[config.mk]
export PLATFORM = sky130hd
export DESIGN_NAME = thread_sched
export DESIGN_NICKNAME = d
export VERILOG_FILES = /design/src/rtl/thsched_pkg.sv /design/src/rtl/thsched_prio_enc.sv /design/src/rtl/thsched_sem_cell.sv /design/src/rtl/thsched_wait_table.sv /design/src/rtl/thread_sched.sv
export SDC_FILE = /design/constraint.sdc
export NUM_CORES = 1
export LEC_CHECK = 0
export ABC_CLOCK_PERIOD_IN_PS = 14600
export BUFFER_PORTS_ARGS = -buffer_cell sky130_fd_sc_hd__buf_2
export CAP_MARGIN = 20
export CORE_MARGIN = 2
export CORE_UTILIZATION = 35
export CTS_CLUSTER_DIAMETER = 80
export CTS_CLUSTER_SIZE = 20
export DETAILED_ROUTE_END_ITERATION = 6
export GPL_TIMING_DRIVEN = 0
export PLACE_DENSITY = 0.49
export SKIP_LAST_GASP = 1
export SLEW_MARGIN = 5
export SYNTH_ARGS = -nofsm -noshare
export SYNTH_HDL_FRONTEND = slang
export SYNTH_SLANG_ARGS = --single-unit
[constraint.sdc]
create_clock -name clk -period 14.6 [get_ports clk]
set_input_delay 0.73 -clock clk [delete_from_list [all_inputs] [get_ports clk]]
set_output_delay 0.73 -clock clk [all_outputs]
set_load 0.01 [all_outputs]
[src/rtl/thsched_pkg.sv]
`timescale 1ns/1ps
package thsched_pkg;

   // index width for a set of n items, never below one bit
   function automatic int unsigned idx_w(input int unsigned n);
      return (n > 1) ? $clog2(n) : 1;
   endfunction

   // width of a counter that must hold values 0..n
   function automatic int unsigned cnt_w(input int unsigned n);
      return $clog2(n + 1);
   endfunction

endpackage

[src/rtl/thsched_prio_enc.sv]
`timescale 1ns/1ps
module thsched_prio_enc #(
   parameter  int unsigned WIDTH = 8,
   localparam int unsigned IW    = thsched_pkg::idx_w(WIDTH)
) (
   input  logic [WIDTH-1:0] req,
   output logic             any,
   output logic [IW-1:0]    idx
);

   // lowest set bit wins; scan downwards so the last hit is the lowest index
   always_comb begin
      idx = '0;
      for (int i = WIDTH - 1; i >= 0; i--) begin
         if (req[i]) idx = IW'(i);
      end
      any = |req;
   end

endmodule

[src/rtl/thsched_sem_cell.sv]
`timescale 1ns/1ps
module thsched_sem_cell #(
   parameter  int unsigned NUM_THREADS = 8,
   parameter  int unsigned SEM_W       = 8,
   parameter  int unsigned INC_W       = 2,
   localparam int unsigned SUM_W       = SEM_W + INC_W
) (
   input  logic                   clk,
   input  logic                   rst_n,
   input  logic [INC_W-1:0]       inc,
   input  logic [NUM_THREADS-1:0] want,
   output logic [NUM_THREADS-1:0] grant,
   output logic                   ovf
);

   localparam logic [SUM_W-1:0] CAP = SUM_W'((1 << SEM_W) - 1);

   logic [SEM_W-1:0]       cnt_q;
   logic [SUM_W-1:0]       avail;
   logic [SUM_W-1:0]       after;
   logic [NUM_THREADS-1:0] first;
   logic                   take;

   // one consumer per cycle: the lowest-index requester, if a unit exists
   always_comb begin
      first = want & (~want + NUM_THREADS'(1));
      avail = SUM_W'(cnt_q) + SUM_W'(inc);
      take  = (|want) && (avail != '0);
      grant = take ? first : '0;
      after = avail - SUM_W'(take);
      ovf   = after > CAP;
   end

   always_ff @(posedge clk) begin
      if (!rst_n) cnt_q <= '0;
      else        cnt_q <= ovf ? CAP[SEM_W-1:0] : after[SEM_W-1:0];
   end

   assert_one_grant_R11 : assert property (@(posedge clk) disable iff (!rst_n)
      $onehot0(grant));

   assert_sat_hold_R9 : assert property (@(posedge clk) disable iff (!rst_n)
      ovf |=> (cnt_q == CAP[SEM_W-1:0]));

   assert_empty_stays_R7 : assert property (@(posedge clk) disable iff (!rst_n)
      ((|want) && (cnt_q == '0) && (inc == '0)) |=> (cnt_q == '0));

   assert_pair_neutral_R10 : assert property (@(posedge clk) disable iff (!rst_n)
      ((inc == INC_W'(1)) && (|want)) |=> (cnt_q == $past(cnt_q)));

endmodule

[src/rtl/thsched_wait_table.sv]
`timescale 1ns/1ps
module thsched_wait_table #(
   parameter  int unsigned NUM_THREADS = 8,
   parameter  int unsigned NUM_SEMS    = 16,
   localparam int unsigned TID_W       = thsched_pkg::idx_w(NUM_THREADS),
   localparam int unsigned SID_W       = thsched_pkg::idx_w(NUM_SEMS)
) (
   input  logic                            clk,
   input  logic                            rst_n,
   input  logic                            wait_req,
   input  logic [TID_W-1:0]                wait_thr,
   input  logic [SID_W-1:0]                wait_sem,
   input  logic [NUM_THREADS-1:0]          grant_thr,
   output logic [NUM_SEMS*NUM_THREADS-1:0] want,
   output logic [NUM_THREADS-1:0]          parked_q,
   output logic [NUM_THREADS-1:0]          parked_d
);

   logic [NUM_THREADS-1:0][SID_W-1:0] psem_q;
   logic [NUM_THREADS-1:0]            fresh;

   always_comb begin
      for (int t = 0; t < NUM_THREADS; t++) begin
         fresh[t] = wait_req && (wait_thr == TID_W'(t));
      end
      for (int s = 0; s < NUM_SEMS; s++) begin
         for (int t = 0; t < NUM_THREADS; t++) begin
            want[s*NUM_THREADS + t] =
               (parked_q[t] && (psem_q[t] == SID_W'(s))) ||
               (fresh[t] && (wait_sem == SID_W'(s)));
         end
      end
      parked_d = (parked_q | fresh) & ~grant_thr;
   end

   always_ff @(posedge clk) begin
      if (!rst_n) begin
         parked_q <= '0;
         psem_q   <= '0;
      end else begin
         parked_q <= parked_d;
         for (int t = 0; t < NUM_THREADS; t++) begin
            if (fresh[t]) psem_q[t] <= wait_sem;
         end
      end
   end

   for (genvar t = 0; t < NUM_THREADS; t++) begin : g_chk
      assert_park_cause_R7 : assert property (@(posedge clk) disable iff (!rst_n)
         $rose(parked_q[t]) |-> $past(wait_req && (wait_thr == TID_W'(t))));

      assert_release_R7 : assert property (@(posedge clk) disable iff (!rst_n)
         grant_thr[t] |=> !parked_q[t]);
   end

endmodule

[src/rtl/thread_sched.sv]
`timescale 1ns/1ps
module thread_sched #(
   parameter  int unsigned NUM_THREADS = 8,
   parameter  int unsigned NUM_SEMS    = 16,
   parameter  int unsigned SEM_W       = 8,
   parameter  int unsigned NUM_HW_SIG  = 2,
   localparam int unsigned TID_W       = thsched_pkg::idx_w(NUM_THREADS),
   localparam int unsigned SID_W       = thsched_pkg::idx_w(NUM_SEMS)
) (
   input  logic                        clk,
   input  logic                        rst_n,
   input  logic [NUM_THREADS-1:0]      thr_ready,
   input  logic [NUM_THREADS-1:0]      thr_yield,
   input  logic [NUM_THREADS-1:0]      thr_hold,
   input  logic                        wait_req,
   input  logic [TID_W-1:0]            wait_thr,
   input  logic [SID_W-1:0]            wait_sem,
   input  logic                        sw_sig_req,
   input  logic [SID_W-1:0]            sw_sig_sem,
   input  logic [NUM_HW_SIG-1:0]       hw_sig_req,
   input  logic [NUM_HW_SIG*SID_W-1:0] hw_sig_sem,
   output logic [TID_W-1:0]            sel_thread,
   output logic                        sel_valid,
   output logic                        sig_ovf
);

   localparam int unsigned NUM_SRC = NUM_HW_SIG + 1;
   localparam int unsigned INC_W   = thsched_pkg::cnt_w(NUM_SRC);

   // elaboration-time parameter checks
   if (NUM_THREADS < 2 || NUM_THREADS > 64) begin : g_bad_threads
      $error("thread_sched: NUM_THREADS must lie in 2..64");
   end
   if (NUM_SEMS < 1) begin : g_bad_sems
      $error("thread_sched: NUM_SEMS must be at least 1");
   end
   if (SEM_W < 2 || SEM_W > 16) begin : g_bad_semw
      $error("thread_sched: SEM_W must lie in 2..16");
   end
   if (NUM_HW_SIG < 1) begin : g_bad_hw
      $error("thread_sched: NUM_HW_SIG must be at least 1");
   end

   logic [NUM_SEMS-1:0][INC_W-1:0]       inc_s;
   logic [NUM_SEMS*NUM_THREADS-1:0]      want_flat;
   logic [NUM_SEMS-1:0][NUM_THREADS-1:0] grant_m;
   logic [NUM_SEMS-1:0]                  ovf_s;
   logic [NUM_THREADS-1:0]               grant_thr;
   logic [NUM_THREADS-1:0]               parked_q;
   logic [NUM_THREADS-1:0]               parked_d;
   logic [NUM_THREADS-1:0]               elig;
   logic                                 win_any;
   logic [TID_W-1:0]                     win_idx;
   logic [TID_W-1:0]                     sel_q;
   logic                                 valid_q;
   logic                                 ovf_q;

   // count how many signal sources land on each semaphore this cycle
   always_comb begin
      for (int s = 0; s < NUM_SEMS; s++) begin
         inc_s[s] = '0;
         if (sw_sig_req && (sw_sig_sem == SID_W'(s))) begin
            inc_s[s] = inc_s[s] + INC_W'(1);
         end
         for (int h = 0; h < NUM_HW_SIG; h++) begin
            if (hw_sig_req[h] && (hw_sig_sem[h*SID_W +: SID_W] == SID_W'(s))) begin
               inc_s[s] = inc_s[s] + INC_W'(1);
            end
         end
      end
   end

   thsched_wait_table #(
      .NUM_THREADS (NUM_THREADS),
      .NUM_SEMS    (NUM_SEMS)
   ) u_wait_table (
      .clk       (clk),
      .rst_n     (rst_n),
      .wait_req  (wait_req),
      .wait_thr  (wait_thr),
      .wait_sem  (wait_sem),
      .grant_thr (grant_thr),
      .want      (want_flat),
      .parked_q  (parked_q),
      .parked_d  (parked_d)
   );

   for (genvar s = 0; s < NUM_SEMS; s++) begin : g_sem
      thsched_sem_cell #(
         .NUM_THREADS (NUM_THREADS),
         .SEM_W       (SEM_W),
         .INC_W       (INC_W)
      ) u_cell (
         .clk   (clk),
         .rst_n (rst_n),
         .inc   (inc_s[s]),
         .want  (want_flat[s*NUM_THREADS +: NUM_THREADS]),
         .grant (grant_m[s]),
         .ovf   (ovf_s[s])
      );
   end

   always_comb begin
      grant_thr = '0;
      for (int s = 0; s < NUM_SEMS; s++) begin
         grant_thr = grant_thr | grant_m[s];
      end
      // parked state after this edge, so a fresh park or release counts now
      elig = thr_ready & ~thr_yield & ~parked_d;
   end

   thsched_prio_enc #(
      .WIDTH (NUM_THREADS)
   ) u_pick (
      .req (elig),
      .any (win_any),
      .idx (win_idx)
   );

   always_ff @(posedge clk) begin
      if (!rst_n) begin
         sel_q   <= '0;
         valid_q <= 1'b0;
         ovf_q   <= 1'b0;
      end else begin
         if (win_any) sel_q <= win_idx;
         valid_q <= win_any && !thr_hold[win_idx];
         ovf_q   <= |ovf_s;
      end
   end

   assign sel_thread = sel_q;
   assign sel_valid  = valid_q;
   assign sig_ovf    = ovf_q;

   assert_no_parked_issue_R7 : assert property (@(posedge clk) disable iff (!rst_n)
      sel_valid |-> !parked_q[sel_thread]);

   assert_idle_keeps_R12 : assert property (@(posedge clk) disable iff (!rst_n)
      !sel_valid && !$past(sel_valid) && $stable(thr_ready) |-> $stable(sel_thread) || $past(|thr_hold));

endmodule

# [Word level (Yosys, flattened, before mapping)]
# Index checks and enable logic that the tools add are counted.
[op_classes] add_sub_neg=80 magnitude_cmp=17 n_eq_ne=187 n_mux=90 bitwise=54 reduce_logical=505
[op_table] op="== test 4 bit (second input constant)" count=96
[op_table] op="logical AND 1 bit" count=329
[op_table] op="2-to-1 mux 8 bit" count=32
[op_table] op="== test 4 x 3 -> 1 bit (second input constant)" count=48
[op_table] op="greater-than comparator 10 x 8 -> 1 bit (second input constant)" count=16
[op_table] op="nonzero test 10 bit" count=16
[op_table] op="subtractor 10 x 1 -> 10 bit" count=16
[op_table] op="AND 8 bit" count=19
[op_table] op="inverter 8 bit" count=19
[op_table] op="adder 8 x 2 -> 9 bit" count=16
[op_table] op="OR reduction 8 bit" count=17
[op_table] op="adder 8 x 1 -> 8 bit (second input constant)" count=16
[op_table] op="logical OR 1 bit" count=128
[op_table] op="OR 8 bit" count=16
[op_table] op="== test 4 x 2 -> 1 bit (second input constant)" count=24
[op_table] op="adder 2 x 1 -> 2 bit (second input constant)" count=32
[op_table] op="2-to-1 mux 2 bit" count=32
[op_table] op="== test 4 x 1 -> 1 bit (second input constant)" count=12
[op_table] op="zero test 4 bit" count=12
[op_table] op="2-to-1 mux 3 bit" count=8
[op_table] op="2-to-1 mux 1 bit" count=17
[op_table] op="OR reduction 16 bit" count=1
[op_table] op="== test 3 bit (second input constant)" count=4
[op_table] op="== test 3 x 2 -> 1 bit (second input constant)" count=2
[op_table] op="5 further kinds" count=5
[totals] register_bits=173 in_bits=49 output_inout_bits=5 wordCells=961

# [Longest topological paths before layout]
[logic_depth] ltp_word=42 mapped_depth=25 depth_no_buf=25

# [Modules after synthesis]
# Synthesis repeated with hierarchy kept, for this count alone.
[hier_totals] cells_unflattened=2276 area_unflattened_um2=18705.4
[by_module_without_submodules] module="thsched_sem_cell at g_sem[0].u_cell ..." n_inst=10 cells_each=103 area_each_um2=889.6 seq_area_each_um2=160.2
[by_module_without_submodules] module="thsched_sem_cell at g_sem[1].u_cell ..." n_inst=5 cells_each=91 area_each_um2=792.0 seq_area_each_um2=160.2
[by_module_without_submodules] module="thsched_wait_table" n_inst=1 cells_each=395 area_each_um2=3027.9 seq_area_each_um2=800.8
[by_module_without_submodules] module="thread_sched" n_inst=1 cells_each=272 area_each_um2=1845.5 seq_area_each_um2=100.1
[by_module_without_submodules] module="thsched_sem_cell at g_sem[9].u_cell" n_inst=1 cells_each=111 area_each_um2=894.6 seq_area_each_um2=160.2
[by_module_without_submodules] module="thsched_prio_enc" n_inst=1 cells_each=13 area_each_um2=81.3 seq_area_each_um2=0.0

# [Worst setup path after synthesis]
# Ideal clock, no wire load.
[synth_timing] path_kind="input -> register" start="in sw_sig_sem[3]" end="reg valid_q (netlist: sel_valid)" setup_ps=69 arrival_time_ps=5467 required_ps=14531 path_slack_ps=9064 cell_stages=21 n_path_buf=1 cell_sequence="or3b_2 > nor3_1 > ha_1 > xnor2_1 > ha_1 > inv_1 > fa_1 > and3b_1 > buf_6 > or3_1 > a222oi_1 > a2111o_2 > o2bb2ai_2 > nor4_4 > a41oi_1 > a211o_1 > a221o_1 > a21bo_1 > mux2_4 > o31a_1 > o21ai_1"
[synth_between] elab_chain_len=42 elab_cells_between_ends=208 classes_between="add/sub: 48; eq/ne: 15; mux: 74; bitwise: 19; reduce/logical: 52"
[synth_rtl] element="start: declaration" line="thread_sched.sv:19" rtl="input logic [SID_W-1:0] sw_sig_sem,"
[synth_rtl] element="== test 4 x 1 -> 1 bit or zero test 4 bit (tied branches)" line="thread_sched.sv:62" rtl="if (sw_sig_req && (sw_sig_sem == SID_W'(s))) begin"
[synth_rtl] element="logical AND 1 bit" line="thread_sched.sv:62"
[synth_rtl] element="2-to-1 mux 1 bit" line="thread_sched.sv:62"
[synth_rtl] element="adder 2 x 1 -> 2 bit" line="thread_sched.sv:67" rtl="inc_s[s] = inc_s[s] + INC_W'(1);"
[synth_rtl] element="2-to-1 mux 2 bit" line="thread_sched.sv:66" rtl="if (hw_sig_req[h] && (hw_sig_sem[h*SID_W +: SID_W] == SID_W'(s))) begin"
[synth_rtl] element="adder 2 x 1 -> 2 bit" line="thread_sched.sv:67"
[synth_rtl] element="2-to-1 mux 2 bit" line="thread_sched.sv:66"
[synth_rtl] element="adder 8 x 2 -> 9 bit" line="thsched_sem_cell.sv:27" rtl="avail = SUM_W'(cnt_q) + SUM_W'(inc);"
[synth_rtl] element="(+19 left out)"
[synth_rtl] element="AND 8 bit *" line="thsched_wait_table.sv:33" rtl="parked_d = (parked_q | fresh) & ~grant_thr;"
[synth_rtl] element="inverter 8 bit *" line="thread_sched.sv:109" rtl="elig = thr_ready & ~thr_yield & ~parked_d;"
[synth_rtl] element="AND 8 bit *" line="thread_sched.sv:109"
[synth_rtl] element="2-to-1 mux 3 bit (8 in a row)" line="thsched_prio_enc.sv:15" rtl="if (req[i]) idx = IW'(i);"
[synth_rtl] element="binary-select mux 1 bit (select 3 bit)" line="thread_sched.sv:127" rtl="valid_q <= win_any && !thr_hold[win_idx];"
[synth_rtl] element="2-to-1 mux 1 bit (implied by the code)" line="thread_sched.sv:127"
[synth_rtl] element="zero test 1 bit" line="thread_sched.sv:127"
[synth_rtl] element="logical AND 1 bit *" line="thread_sched.sv:127"
[synth_rtl] element="end signal: assignment" line="thread_sched.sv:127"
[synth_rtl] element="end: declaration" line="thread_sched.sv:55" rtl="logic valid_q;"
# Every way passes the cells marked *; elsewhere a longest branch is shown, timed or not. The select of a mux whose other input is x is not followed.
# A chain may end at the register's enable or synchronous reset.

# [Worst setup path after layout]
[layout_timing] start="in hw_sig_sem[3]" end="reg valid_q (netlist: sel_valid)"
[layout_between] elab_chain_len=40 elab_cells_between_ends=176 classes_between="add/sub: 32; eq/ne: 15; mux: 58; bitwise: 19; reduce/logical: 52"
[layout_rtl] element="start: declaration" line="thread_sched.sv:21" rtl="input logic [NUM_HW_SIG*SID_W-1:0] hw_sig_sem,"
[layout_rtl] element="== test 4 x 1 -> 1 bit or zero test 4 bit (tied branches)" line="thread_sched.sv:66"
[layout_rtl] element="logical AND 1 bit" line="thread_sched.sv:66"
[layout_rtl] element="2-to-1 mux 2 bit" line="thread_sched.sv:66"
[layout_rtl] element="adder 2 x 1 -> 2 bit" line="thread_sched.sv:67"
[layout_rtl] element="2-to-1 mux 2 bit" line="thread_sched.sv:66"
[layout_rtl] element="adder 8 x 2 -> 9 bit" line="thsched_sem_cell.sv:27"
[layout_rtl] element="nonzero test 10 bit" line="thsched_sem_cell.sv:28" rtl="take = (|want) && (avail != '0);"
[layout_rtl] element="logical AND 1 bit" line="thsched_sem_cell.sv:28"
[layout_rtl] element="(+17 left out)"
[layout_rtl] element="AND 8 bit *" line="thsched_wait_table.sv:33"
[layout_rtl] element="inverter 8 bit *" line="thread_sched.sv:109"
[layout_rtl] element="AND 8 bit *" line="thread_sched.sv:109"
[layout_rtl] element="2-to-1 mux 3 bit (8 in a row)" line="thsched_prio_enc.sv:15"
[layout_rtl] element="binary-select mux 1 bit (select 3 bit)" line="thread_sched.sv:127"
[layout_rtl] element="2-to-1 mux 1 bit (implied by the code)" line="thread_sched.sv:127"
[layout_rtl] element="zero test 1 bit" line="thread_sched.sv:127"
[layout_rtl] element="logical AND 1 bit *" line="thread_sched.sv:127"
# Marks and branches as above.

==> results by group <==
Route
  – Antenna-violating nets left: 0
  – Post-DR wirelength/cell: 23.3 microns
  – DR DRC count: 9
  – DR vias: 19400
  – Initial drt markers: 2144
  – Final Routed Wirelength: 75.1 mm
  – Drt pass-1 iters: 7
  – Vias per cell: 6.02

CTS
  – CTS resizes: 0
  – Clk pin slew, worst setup/hold paths: 0.08 ns
  – H-tree lvl count: 4
  – CTS Buffer Depth: 2
  – CTS sink count: 173
  – Clk Tree Root Cell: clkbuf_16
  – Hold buffer count at CTS: 0
  – Total CTS buffers: 17
  – Worst-Skew Late Latency: 0.51 ns
  – CTS tree: built
  – Setup repair bufs after CTS: 0

Synthesis
  – Synth Flop Type: dfxtp_1
  – Synthesized area per cell: 7.22 sq um
  – Synthesized net count: 2623
  – Area fraction in compound gates after synthesis: 0.244
  – Simple-Gate Fraction of Synth Area: 0.307
  – Seq/Total Area, Yosys: 0.195
  – Synth Area in XOR/XNOR: 0.0892
  – Synth async-reset ratio: 0
  – Post-Synth Adder-Cell Area: 0.0856
  – Number of synthesized register bits: 173
  – Post-synthesis mux area share: 0.0185
  – Mapped Area: 0.0178 sq mm
  – Post-synth EDFFs: 0
  – Distinct cell type count after synthesis: 104
  – Largest family of logic cells by synthesized area: simple AND/OR/NAND/NOR gates
  – Syn. warnings: 0
  – Cells after Synth: 2462

Floorplanning
  – Die H: 229 microns
  – Die area: 0.0526 sq mm
  – I/O pin cnt: 54
  – Core area: 0.0502 sq mm
  – Starting Density: 0.354
  – Row count: 82
  – Die Width: 229 microns

Setup path
  – CP Capture Type: flip-flop
  – Crit path launch type: input port
  – R2R Setup Slk: 9.03 ns
  – Setup CP Type: input port to flip-flop
  – Crit path required time: 15.04 ns
  – R2r startpoint: u_wait_table.psem_q[8]
  – CP Data Arrival Time: 7.41 ns
  – Path depth of the worst reg2reg path: 14
  – Critical-path maximum fanout: 6
  – Reg-to-Reg End: sel_valid

STA
  – Final number of max-transition violations: 0
  – F_max: 0.144 GHz
  – Hold Fails Final Rpt: 0
  – Min cycle time layout: 6.96 ns
  – Tcrit/Tclk final: 0.477
  – Skew final: 0.0121 ns
  – Final setup viols: 0
  – Slew at the pin closest to its max-slew limit: 1.28 ns
  – Slew HR: 0.139
  – RSZ-0062 raised after global routing: no
  – Fin Setup TNS: 0 ns

Worst hold path
  – Hold Startpoint: sel_thread[0]
  – Hold worst-path end: sel_thread[0]
  – WHS Path Cells: 2
  – HP Class: flip-flop to flip-flop

GRT
  – Initial antenna violation count: 4
  – Overall routing resource usage: 0.282
  – Largest net degree at the start of global routing: 18
  – Vias in the first global route: 18000
  – Global route overflow: 0
  – Global-route wire length before repair: 112 mm

Power and ir drop
  – Leakage: 6.99 nW
  – Final Power: 0.00160 W
  – Peak VDD IR: 84.4 uV
  – Cell Pwr Density: 81.6 mW/mm^2

Final layout
  – Fin area: 0.0195 sq mm
  – Layout cell share with drive strength beyond 1: 0.0759
  – Layout net count: 2703
  – # fillers: 5317
  – Non-Filler Instances: 3228
  – Most frequent cells in the layout: a21oi_1, nand2_1, nor2_1
  – Commonest non-fill, non-tap cell in the layout: a21oi_1
  – Area growth syn-to-layout: 10.0%

Placement
  – Hpwl dp: 59.1 mm
  – RD Place Congestion: 1.08
  – Placed cells: 3194
  – Port Buffer Count: 50
  – Post-DP Area: 0.0190 sq mm

Outcome
  – Failing checks: DRC
  – Status: complete, but fails checks

Run
  – Max Cap Viol: 0
## sequential cells by signal, summed over array words and instances (netlist names)
register / count
g_sem.u_cell.cnt_q: 128
u_wait_table.psem_q: 32
u_wait_table.parked_q: 8
sel_thread: 3
sel_valid: 1
sig_ovf: 1
## metal layers
| layer | global-route usage | part of all wire | vias to the layer above |
|---|---|---|---|
| li1 | - | - | 9132 |
| met1 | 0.371 | 0.44 | 9245 |
| met2 | 0.425 | 0.42 | 856 |
| met3 | 0.0710 | 0.090 | 211 |
| met4 | 0.144 | 0.051 | 0 |
| met5 | 0 | 0 | - |
## cells in the mapped netlist, types with 12 or more instances
cell / count / area share
a211oi_1: 17 / 0.0072
a21oi_1: 266 / 0.075
a22oi_1: 17 / 0.0072
a31oi_1: 30 / 0.011
and2_1: 23 / 0.0081
and3_1: 39 / 0.014
and3b_1: 12 / 0.0059
buf_2: 26 / 0.0073
clkbuf_1: 89 / 0.019
dfxtp_1: 173 / 0.19
fa_1: 16 / 0.018
ha_1: 96 / 0.068
inv_1: 141 / 0.030
mux2i_1: 20 / 0.011
nand2_1: 250 / 0.053
nand2b_1: 54 / 0.019
nand3_1: 104 / 0.029
nand3b_1: 29 / 0.012
nand4_1: 33 / 0.012
nand4b_1: 16 / 0.0079
nor2_1: 216 / 0.046
nor2b_1: 23 / 0.0081
nor3_1: 60 / 0.017
nor3b_1: 15 / 0.0063
nor4_1: 21 / 0.0074
o211ai_1: 14 / 0.0059
o21ai_0: 68 / 0.019
o22ai_1: 98 / 0.035
or2_2: 17 / 0.0060
or3_1: 20 / 0.0070
xnor2_1: 113 / 0.056
xor2_1: 68 / 0.034
## how the worst max path moves through the flow
| stage | start | slack (ns) | to | depth (start not counted) |
|---|---|---|---|---|
| floorplan | sw_sig_sem[3] | 9.06 | sel_valid | 21 |
| global placement | hw_sig_sem[3] | 7.10 | sel_valid | 23 |
| detailed placement | sw_sig_sem[2] | 7.44 | sig_ovf | 21 |
| CTS | sw_sig_sem[2] | 7.98 | sig_ovf | 21 |
| global route | sw_sig_sem[3] | 7.57 | sel_valid | 22 |
| finish | hw_sig_sem[3] | 7.64 | sel_valid | 23 |
## cells by family after synthesis
logic type,after synthesis
buffers and inverters,266
multiplexers,31
adder cells (fa/ha/maj),112
flip-flops,173
AO/OA/AOI/OAI,680
AND/OR/NAND/NOR,1019
XOR/XNOR,181
## critical path, cell delays in order
cell	delay [ns]
buf_2	0.12
nor3b_1	0.60
nand2_1	0.18
inv_1	0.09
ha_1	0.23
xor2_1	0.46
ha_1	0.29
inv_1	0.06
fa_1	0.46
and3b_1	0.25
clkbuf_1	0.19
mux2_2	0.20
o211ai_1	0.40
nand2b_1	0.41
a211o_1	0.19
o221ai_1	0.12
nor4_1	0.99
nor3b_1	0.15
a221o_1	0.39
a21bo_1	0.26
mux2_4	0.30
o31a_1	0.23
o21ai_1	0.07
## layout make-up
cell class / count / area (sq um) / share of cell area
flip-flops and latches: 173 / 3460 / 0.177
clock inverters: 14 / 130 / 0.00666
multi-input cells: 2023 / 13300 / 0.679
clock buffers: 18 / 429 / 0.0220
plain buffers: 124 / 529 / 0.0271
diodes: 1 / 2.50 / 0.000128
well taps: 672 / 841 / 0.0430
inverters: 142 / 533 / 0.0273
repair buffers: 61 / 352 / 0.0180
## power breakdown
group | internal (W) | switching, W | leakage (nW)
Sequential | 0.000515 | 0.0000311 | 1.40
Clock | 0.000223 | 0.000241 | 0.270
Combinational | 0.000205 | 0.000380 | 5.32
## stage by stage
stage	setup slack (ns)	util	hold WS, ns
after global placement	7.10	0.376	0.441
final	7.64	0.390	0.472
after global routing	7.57	0.390	0.500
after detailed placement	7.44	0.378	0.457
after floorplan	9.06	-	0.461
after CTS	7.98	0.389	0.473
No activity file was read; power rests on OpenSTA's default activity.
